$ cat config.mk
export PLATFORM = sky130hd
export DESIGN_NAME = dsweep_cdf_sampler
export DESIGN_NICKNAME = d
export VERILOG_FILES = /design/src/rtl/dsweep_pkg.sv /design/src/rtl/dsweep_ctrl.sv /design/src/rtl/dsweep_accum.sv /design/src/rtl/dsweep_mem.sv /design/src/rtl/dsweep_cdf_sampler.sv
export SDC_FILE = /design/constraint.sdc
export NUM_CORES = 1
export LEC_CHECK = 0
export BUFFER_PORTS_ARGS = -buffer_cell sky130_fd_sc_hd__buf_2
export CELL_PAD_IN_SITES_DETAIL_PLACEMENT = 0
export CELL_PAD_IN_SITES_GLOBAL_PLACEMENT = 1
export CORE_MARGIN = 2
export CORE_UTILIZATION = 40
export CTS_BUF_LIST = sky130_fd_sc_hd__clkbuf_4 sky130_fd_sc_hd__clkbuf_8
export DETAILED_ROUTE_END_ITERATION = 8
export GPL_TIMING_DRIVEN = 0
export PLACE_DENSITY_LB_ADDON = 0.1
export RECOVER_POWER = 25
export SLEW_MARGIN = 30
export SYNTH_ARGS = -nofsm -noshare
export SYNTH_HDL_FRONTEND = slang
export SYNTH_SLANG_ARGS = --single-unit
$ cat constraint.sdc
create_clock -name clk_i -period 2.4 [get_ports clk_i]
set_clock_uncertainty 0.2 [all_clocks]
set_input_delay 0.72 -clock clk_i [delete_from_list [all_inputs] [get_ports clk_i]]
set_output_delay 0.72 -clock clk_i [all_outputs]
set_load 0.005 [all_outputs]
$ cat src/rtl/dsweep_pkg.sv
package dsweep_pkg;
  typedef enum logic [2:0] {
    ST_IDLE, ST_SETTLE, ST_ACCUM, ST_STORE, ST_DONE
  } sweep_state_e;
endpackage

$ cat src/rtl/dsweep_ctrl.sv
module dsweep_ctrl
  import dsweep_pkg::*;
#(
  parameter int CODE_W = 6,
  parameter int WINDOW = 1000,
  parameter int SETTLE = 4
) (
  input  logic              clk_i,
  input  logic              rst_ni,
  input  logic              start_i,
  output logic [CODE_W-1:0] code_o,
  output logic              acc_clr_o,
  output logic              acc_en_o,
  output logic              wr_en_o,
  output logic              clr_all_o,
  output logic              busy_o,
  output logic              done_o
);
  localparam int PH_MAX = (WINDOW > SETTLE) ? WINDOW : SETTLE;
  localparam int PH_W   = $clog2(PH_MAX) + 1;
  localparam logic [CODE_W-1:0] CODE_LAST = {CODE_W{1'b1}};
  localparam logic [PH_W-1:0]   SET_END   = PH_W'(SETTLE - 1);
  localparam logic [PH_W-1:0]   WIN_END   = PH_W'(WINDOW - 1);

  sweep_state_e state_q;
  logic [PH_W-1:0]   ph_q;
  logic [CODE_W-1:0] code_q;
  logic idle_like;

  assign idle_like = (state_q == ST_IDLE) || (state_q == ST_DONE);

  always_ff @(posedge clk_i or negedge rst_ni) begin
    if (!rst_ni) begin
      state_q <= ST_IDLE;
      ph_q    <= '0;
      code_q  <= '0;
    end else begin
      unique case (state_q)
        ST_IDLE, ST_DONE: if (start_i) begin
          state_q <= ST_SETTLE;
          ph_q    <= '0;
          code_q  <= '0;
        end
        ST_SETTLE: begin
          if (ph_q == SET_END) begin
            state_q <= ST_ACCUM;
            ph_q    <= '0;
          end else ph_q <= ph_q + 1'b1;
        end
        ST_ACCUM: begin
          if (ph_q == WIN_END) begin
            state_q <= ST_STORE;
            ph_q    <= '0;
          end else ph_q <= ph_q + 1'b1;
        end
        ST_STORE: begin
          if (code_q == CODE_LAST) state_q <= ST_DONE;
          else begin
            code_q  <= code_q + 1'b1;
            state_q <= ST_SETTLE;
          end
        end
        default: state_q <= ST_IDLE;
      endcase
    end
  end

  assign code_o    = code_q;
  assign acc_clr_o = (state_q == ST_SETTLE);
  assign acc_en_o  = (state_q == ST_ACCUM);
  assign wr_en_o   = (state_q == ST_STORE);
  assign clr_all_o = idle_like && start_i;
  assign busy_o    = !idle_like;
  assign done_o    = (state_q == ST_DONE);

  // code advances by exactly one after a non-final store
  p_code_step_r5: assert property (@(posedge clk_i) disable iff (!rst_ni)
    (wr_en_o && code_o != CODE_LAST) |=> (code_o == $past(code_o) + 1'b1));
  // code is stable while a step is in progress
  p_code_hold_r9: assert property (@(posedge clk_i) disable iff (!rst_ni)
    (busy_o && !wr_en_o) |=> (code_o == $past(code_o)));
  // done only follows the final store
  p_done_src_r6: assert property (@(posedge clk_i) disable iff (!rst_ni)
    $rose(done_o) |-> ($past(wr_en_o) && $past(code_o) == CODE_LAST));
  // start while busy does not restart the sweep
  p_start_busy_r7: assert property (@(posedge clk_i) disable iff (!rst_ni)
    (start_i && busy_o && !wr_en_o) |=> busy_o);
endmodule

$ cat src/rtl/dsweep_accum.sv
module dsweep_accum #(
  parameter int WINDOW = 1000,
  parameter int CNT_W  = $clog2(WINDOW + 1)
) (
  input  logic             clk_i,
  input  logic             rst_ni,
  input  logic             clr_i,
  input  logic             en_i,
  input  logic             sample_i,
  output logic [CNT_W-1:0] count_o
);
  logic [CNT_W-1:0] cnt_q;

  always_ff @(posedge clk_i or negedge rst_ni) begin
    if (!rst_ni)                cnt_q <= '0;
    else if (clr_i)             cnt_q <= '0;
    else if (en_i && sample_i)  cnt_q <= cnt_q + 1'b1;
  end

  assign count_o = cnt_q;

  // a window never yields more ones than it has cycles
  p_no_overflow_r4: assert property (@(posedge clk_i) disable iff (!rst_ni)
    count_o <= CNT_W'(WINDOW));
  // samples outside the counting window leave the count unchanged
  p_ignore_r3: assert property (@(posedge clk_i) disable iff (!rst_ni)
    (!en_i && !clr_i) |=> $stable(count_o));
endmodule

$ cat src/rtl/dsweep_mem.sv
module dsweep_mem #(
  parameter int CODE_W = 6,
  parameter int CNT_W  = 10
) (
  input  logic              clk_i,
  input  logic              rst_ni,
  input  logic              clr_i,
  input  logic              wr_i,
  input  logic [CODE_W-1:0] waddr_i,
  input  logic [CNT_W-1:0]  wdata_i,
  input  logic [CODE_W-1:0] raddr_i,
  output logic [CNT_W-1:0]  rdata_o
);
  localparam int DEPTH = 1 << CODE_W;

  logic [CNT_W-1:0] mem_q [DEPTH];
  logic [CNT_W-1:0] rd_q;

  for (genvar g = 0; g < DEPTH; g++) begin : g_ent
    always_ff @(posedge clk_i or negedge rst_ni) begin
      if (!rst_ni)                             mem_q[g] <= '0;
      else if (clr_i)                          mem_q[g] <= '0;
      else if (wr_i && waddr_i == CODE_W'(g))  mem_q[g] <= wdata_i;
    end
  end

  always_ff @(posedge clk_i or negedge rst_ni) begin
    if (!rst_ni) rd_q <= '0;
    else         rd_q <= mem_q[raddr_i];
  end

  assign rdata_o = rd_q;

  // a clear and a write never coincide
  p_clr_wr_r2: assert property (@(posedge clk_i) disable iff (!rst_ni)
    !(clr_i && wr_i));
endmodule

$ cat src/rtl/dsweep_cdf_sampler.sv
module dsweep_cdf_sampler #(
  parameter int CODE_W = 6,
  parameter int WINDOW = 1000,
  parameter int SETTLE = 4,
  parameter int CNT_W  = $clog2(WINDOW + 1)
) (
  input  logic              clk_i,
  input  logic              rst_ni,
  input  logic              start_i,
  input  logic              sample_i,
  input  logic [CODE_W-1:0] rd_addr_i,
  output logic [CODE_W-1:0] delay_code_o,
  output logic              busy_o,
  output logic              done_o,
  output logic [CNT_W-1:0]  rd_data_o
);
  logic acc_clr, acc_en, wr_en, clr_all;
  logic [CNT_W-1:0] count;

  dsweep_ctrl #(.CODE_W(CODE_W), .WINDOW(WINDOW), .SETTLE(SETTLE)) u_ctrl (
    .clk_i, .rst_ni, .start_i,
    .code_o(delay_code_o), .acc_clr_o(acc_clr), .acc_en_o(acc_en),
    .wr_en_o(wr_en), .clr_all_o(clr_all), .busy_o, .done_o
  );

  dsweep_accum #(.WINDOW(WINDOW), .CNT_W(CNT_W)) u_accum (
    .clk_i, .rst_ni, .clr_i(acc_clr), .en_i(acc_en), .sample_i,
    .count_o(count)
  );

  dsweep_mem #(.CODE_W(CODE_W), .CNT_W(CNT_W)) u_mem (
    .clk_i, .rst_ni, .clr_i(clr_all), .wr_i(wr_en),
    .waddr_i(delay_code_o), .wdata_i(count),
    .raddr_i(rd_addr_i), .rdata_o(rd_data_o)
  );

  // busy and done are exclusive
  p_busy_done_r6: assert property (@(posedge clk_i) disable iff (!rst_ni)
    !(busy_o && done_o));
endmodule

== Word-level counts from Yosys, hierarchy flattened ==
Cells that the tools add are included.
Storage, ports and cells
  bits in writable memories: 0
  output and inout bits: 18
  memories kept: 0
  word-level logic and storage cells: 433
  flip-flop bits (word level): 680
  latch bits: 0
  bits of input ports: 10
  bits in read-only memories: 0
Cells by class
  eq/ne operators: 73
  mux-type cells: 145
  reduce and logical (&&, ||, !) cells: 141
  divide/modulo/power cells: 0
  order comparisons: 1
  shift operators: 0
  add/subtract/negate cells: 3
  multipliers: 0
  bitwise operators: 1
Operators by type and width (number)
  10-bit two-way mux: 132
  6-bit == test (second input constant): 32
  2-bit nonzero test: 66
  6-bit by 5-bit == test with 1-bit output (second input constant): 16
  1-bit logical AND: 66
  10-bit binary-select mux with 6-bit select: 1
  6-bit by 4-bit == test with 1-bit output (second input constant): 8
  11-bit two-way mux: 3
  11-bit case mux with 3 select lines: 1
  6-bit by 3-bit == test with 1-bit output (second input constant): 4
  6-bit by 2-bit == test with 1-bit output (second input constant): 2
  3-bit two-way mux: 4
  6-bit two-way mux: 2
  3-bit case mux with 4 select lines: 1
  6-bit case mux with 2 select lines: 1
  11-bit by 1-bit adder with 11-bit output (second input constant): 1
  11-bit by 10-bit == test with 1-bit output (second input constant): 1
  11-bit by 2-bit == test with 1-bit output (second input constant): 1
  10-bit by 1-bit adder with 10-bit output (second input constant): 1
  7-bit >= comparator (second input constant): 1
  6-bit NOT with 7-bit output: 1
  6-bit by 1-bit adder with 6-bit output (second input constant): 1
  3-bit by 2-bit == test with 1-bit output (second input constant): 2
  6-bit by 1-bit == test with 1-bit output (second input constant): 1
  other kinds (12): 15

== Logic depth before layout (Yosys ltp) ==
  word-level depth: 4
  depth in mapped cells: 9

== Cells and area by module ==
Synthesis repeated with hierarchy kept, for this count alone.
Unflattened totals
  cells, all modules: 3268
  area, all modules: 33557.2 um^2
Modules (own cells, without submodules)
  dsweep_mem: sequential area each 16265.6 um^2, times used 1, cells each 3100, area an instance 31939.4 um^2
  dsweep_ctrl: sequential area each 500.5 um^2, times used 1, cells each 115, area an instance 1106.1 um^2
  dsweep_accum: sequential area each 250.2 um^2, times used 1, cells each 53, area an instance 511.7 um^2

== Worst setup path after synthesis ==
OpenSTA, ideal clock, no wires.
  kind: input port to flip-flop
  start: input rd_addr_i[0]
  end: register u_mem.rd_q[2] (netlist: u_mem.rdata_o[2])
  data required time: 2.079 ns
  library setup time: 0.121 ns
  stages: 7
  data arrival time: 2.204 ns
  path buffers: 3
  slack: -0.125 ns
  cell sequence: buf_6 > buf_6 > buf_2 > mux4_2 > a22oi_1 > nand4_1 > a22o_1
On the way
  cells in the longest elaborated chain, start to end: 4
Ends and longest elaborated chain
  from (decl): RTL line dsweep_cdf_sampler.sv:11  | input logic [CODE_W-1:0] rd_addr_i,
  6-bit NOT with 7-bit output (not written as such): RTL line dsweep_mem.sv:29  | else rd_q <= mem_q[raddr_i];
  10-bit binary-select mux with 6-bit select: RTL line dsweep_mem.sv:29
  10-bit two-way mux (not written as such) (2 in series): RTL line dsweep_mem.sv:29
  to (signal assigned): RTL line dsweep_mem.sv:29
  to (decl): RTL line dsweep_mem.sv:17  | logic [CNT_W-1:0] rd_q;
No other way between the ends. The select of a mux whose other input is x is not followed.
A chain may end at the register's enable or synchronous reset.

== Worst setup path in the final report ==
  start: register u_ctrl.state_q[1]
  end: output done_o
On the way
  cells in the longest elaborated chain, start to end: 1
Ends and longest elaborated chain
  from (decl): RTL line dsweep_ctrl.sv:25  | sweep_state_e state_q;
  from (signal assigned): RTL line dsweep_ctrl.sv:34  | state_q <= ST_IDLE;
  from (signal assigned): RTL line dsweep_ctrl.sv:40  | state_q <= ST_SETTLE;
  from (signal assigned): RTL line dsweep_ctrl.sv:46  | state_q <= ST_ACCUM;
  3-bit == test: RTL line dsweep_ctrl.sv:74  | assign done_o = (state_q == ST_DONE);
  to (decl): RTL line dsweep_cdf_sampler.sv:14  | output logic done_o,
No other way between the ends.

==> impl_metrics.py <==
metrics = {
    "die": {
        "pin_count": 28,
        "initial_core_util_pct": 40.2,
        "row_count": 106,
        "die_h_microns": 293,
        "dieArea_sq_um": 85900,
        "dieWidth_microns": 293,
        "core-area_sq_um": 83200,
    },
    "worst_setup_path": {
        "end_kind": "output pin",
        "worst-setup-path-type": "register to output pin",
        "path_max_fanout": 4,
        "required_ns": 1.48,
        "crit_arrival_ns": 1.64,
        "worstSetupStartpointType": "register",
    },
    "finish": {
        "nFillCells": 7734,
        "num-nets-final": 3541,
        "drive_gt1_share_pct": 23.7,
        "final_cell_area_sq_um": 39800,
        "area_delta_synth_final_pct": 18.9,
    },
    "placement": {
        "dp_slack_ns": -1.51,
        "gp_congestion": 1.01,
        "place_area_sq_um": 35300,
        "port-buffer-count": 23,
        "place_hpwl_microns": 105000,
    },
    "routing": {
        "drc": 0,
        "drt-vias-per-instance": 6.30,
        "dr.pass1.iters": 6,
        "vias": 29611,
        "wl_per_cell_microns": 32.7,
        "wl_microns": 154000,
        "drtIter0Drc": 3968,
        "ant_nets": 0,
    },
    "sta": {
        "worst_pin_slew_ns": 1.19,
        "setup_violations": 11,
        "fmax_ghz": 0.391,
        "slew_viol_final": 0,
        "hold_ws_ns": 0.110,
        "finalCritPeriodShare_pct": 107,
        "setup_ws_ns": -0.159,
        "rsz0062_at_grt": "true",
        "fin_crit_ns": 2.56,
        "max_slew_margin_pct": 20.4,
        "setup_tns_ns": -0.732,
        "hold_violations": 0,
    },
    "grt": {
        "grt_overflow": 0,
        "grt_max_degree": 89,
        "grt_pass1_vias": 28660,
        "antenna_found_initial": 8,
        "globalRouteTotalUtil_pct": 35.2,
        "grt_pass1_wl_microns": 214000,
    },
    "outcome": {
        "status": "finished with violations",
        "violations": "setup timing",
    },
    "logic_synthesis": {
        "syn-instance-count": 3322,
        "yosysSeqAreaShare_pct": 50.9,
        "ys_seq_elements": 680,
        "synth_largest_area_cell": "dfrtp_1",
        "synth_edf_count": 0,
        "ys.flop_type": "dfrtp_1",
        "synth-async-reset-ratio_pct": 100,
        "yosysTopAreaCellShare_pct": 50.9,
        "yosys_warnings": 0,
        "netlist_area_sq_um": 33400,
        "synth.distinct_cells": 61,
        "avgSynthCellArea_sq_um": 10.1,
        "yosys-top-cells-area": "dfrtp_1, mux4_2, nand2_1",
        "syn_nets": 3338,
    },
    "min_path": {
        "min_path_type": "input port to register",
    },
    "power_and_ir_drop": {
        "p_leak_nw": 17.3,
        "power.total_mw": 28.9,
        "switchingPower_mw": 9.56,
        "p_sw_share_pct": 33.1,
        "pwr-share-clk_pct": 41.3,
        "cellPowerDensity_nw_per_um2": 727,
        "p_int_mw": 19.4,
        "power_frac_seq_pct": 40.2,
        "p_comb_share_pct": 18.5,
        "ir_worst_vdd_mv": 0.487,
    },
    "clock_network": {
        "cts-buffers-inserted": 120,
        "cts_sinks": 680,
        "clock_latency_ns": 0.82,
        "clkTransAtPathRegs_ns": 0.06,
        "cts_root_buf": "clkbuf_8",
        "clk_path_buf_depth": 3,
        "ctsHtreeMaxLevel": 3,
        "tritoncts": "done",
    },
    "flow_run": {
        "maxCapViolations": 0,
    },
}
placed cells by master (no fill, tap or decap), drive strengths merged, types with 8 or more instances in the layout:
| cell type | n |
|---|---|
| a21oi | 502 |
| a22o | 10 |
| a22oi | 10 |
| a31oi | 8 |
| buf | 160 |
| clkbuf | 393 |
| dfrtp | 680 |
| mux2i | 168 |
| mux4 | 159 |
| nand2 | 782 |
| nand3 | 89 |
| nor2 | 246 |
| nor2b | 10 |
| o21ai | 240 |
| o221ai | 11 |
| o22ai | 16 |
| xnor2 | 10 |
cells by family (layout without fill, tap and decap cells):
family	after synthesis	in the layout	share of synthesized area [%]
AO/OA/AOI/OAI	821	821	12.9
XOR/XNOR	17	17	0.445
adder cells (fa/ha/maj)	6	6	0.225
buffers and inverters	289	572	4.12
flip-flops	680	680	50.9
multiplexers	334	334	16.0
other	0	3	0
AND/OR/NAND/NOR	1175	1187	15.4
final timing paths:
kind / start / endpoint / slack, ns / depth (start not counted)
min in group asynchronous: rst_ni / u_mem.mem_q[621] / 0.19 / 2
hold / removal: start_i / u_ctrl.state_q[2] / 0.11 / 4
max in group asynchronous: rst_ni / u_mem.mem_q[133] / 0.14 / 4
hold reg to reg: u_ctrl.ph_q[0] / u_ctrl.ph_q[0] / 0.31 / 1
setup / recovery: u_ctrl.state_q[1] / done_o / -0.16 / 4
setup reg to reg: u_ctrl.state_q[1] / u_mem.mem_q[549] / -0.01 / 8
Yosys cell counts, types with 3 or more instances:
library cell  count
nand4_1           7
or2_2             5
nor3b_1           5
a2111oi_0         3
and2_1            5
buf_1             6
xnor2_1          10
o22ai_1          16
a211oi_1          7
buf_2            74
buf_4            11
nand2_1         780
nand3b_1          3
a22o_1           10
nand3_1          81
dfrtp_1         680
nand2b_1          4
a221oi_1          5
and3_1            6
or3_1             5
o221ai_1         11
nor2_8           17
nor3_1            7
xor2_1            7
a22oi_1          10
nor2_2           34
buf_6             8
a21oi_1         501
clkbuf_1        164
nor2_1          183
mux2_2            7
nor2b_1          10
clkbuf_4         18
mux2i_1         168
o21ai_0         239
nand3_2           7
a31oi_1           8
ha_1              6
inv_1             6
nor4_1            4
mux4_2          159
state kept, by name, indices dropped and copies added (netlist names):
register         flops
u_ctrl.ph_q         11
u_ctrl.code_o        6
u_accum.count_o     10
u_mem.mem_q        640
u_ctrl.state_q       3
u_mem.rdata_o       10
critical path, cell delays in order (launching register included):
cell and delay, ns:
dfrtp_1 0.39, buf_6 0.13, nor2_4 0.09, and2_4 0.15, buf_6 0.08
power by group through the flow:
stage / clock network (mW) / registers, mW / logic, mW
floorplan: 0 / 11.8 / 2.13
global placement: 0 / 11.8 / 4.50
detailed placement: 0 / 11.8 / 4.60
CTS: 12.1 / 11.6 / 4.90
global route: 12.5 / 11.6 / 5.45
finish: 11.9 / 11.6 / 5.35
metal layers:
metal	track usage, %	routed length [microns]	vias to the layer above	share of wire [%]
li1	-	-	12067	-
met1	48.5	61500	15193	40
met2	50.9	65400	1905	43
met3	9.55	17700	446	12
met4	18.1	9070	0	5.9
met5	0	0	-	0
stage by stage:
step                      util, %  instances
after floorplan                 -       3322
after global placement       42.1       4425
after detailed placement     42.4       4435
after CTS                    46.8       4668
after global routing         47.8       4699
final                        47.8       4700
what timing repair did:
action                     4_1_cts  5_1_grt
resized for setup              230      183
buffers inserted                18       17
hold buffers                     2        0
pin swaps                       10       26
setup endpoints to repair      666      702
cloned                           1       14
hold endpoints to repair        67        0
area by class of cell:
type / count / area (sq um) / area share, %
clock buffer: 204 / 2510 / 6.32
antenna: 3 / 7.51 / 0.0189
tap: 1080 / 1350 / 3.40
clock inverter: 10 / 125 / 0.315
multi-input combinational: 2365 / 16000 / 40.3
sequential: 680 / 17000 / 42.8
timing repair buffer: 73 / 883 / 2.22
inverter: 6 / 26.3 / 0.0661
buffer: 279 / 1820 / 4.58
Note: power is estimated with default switching activity, not from simulation.
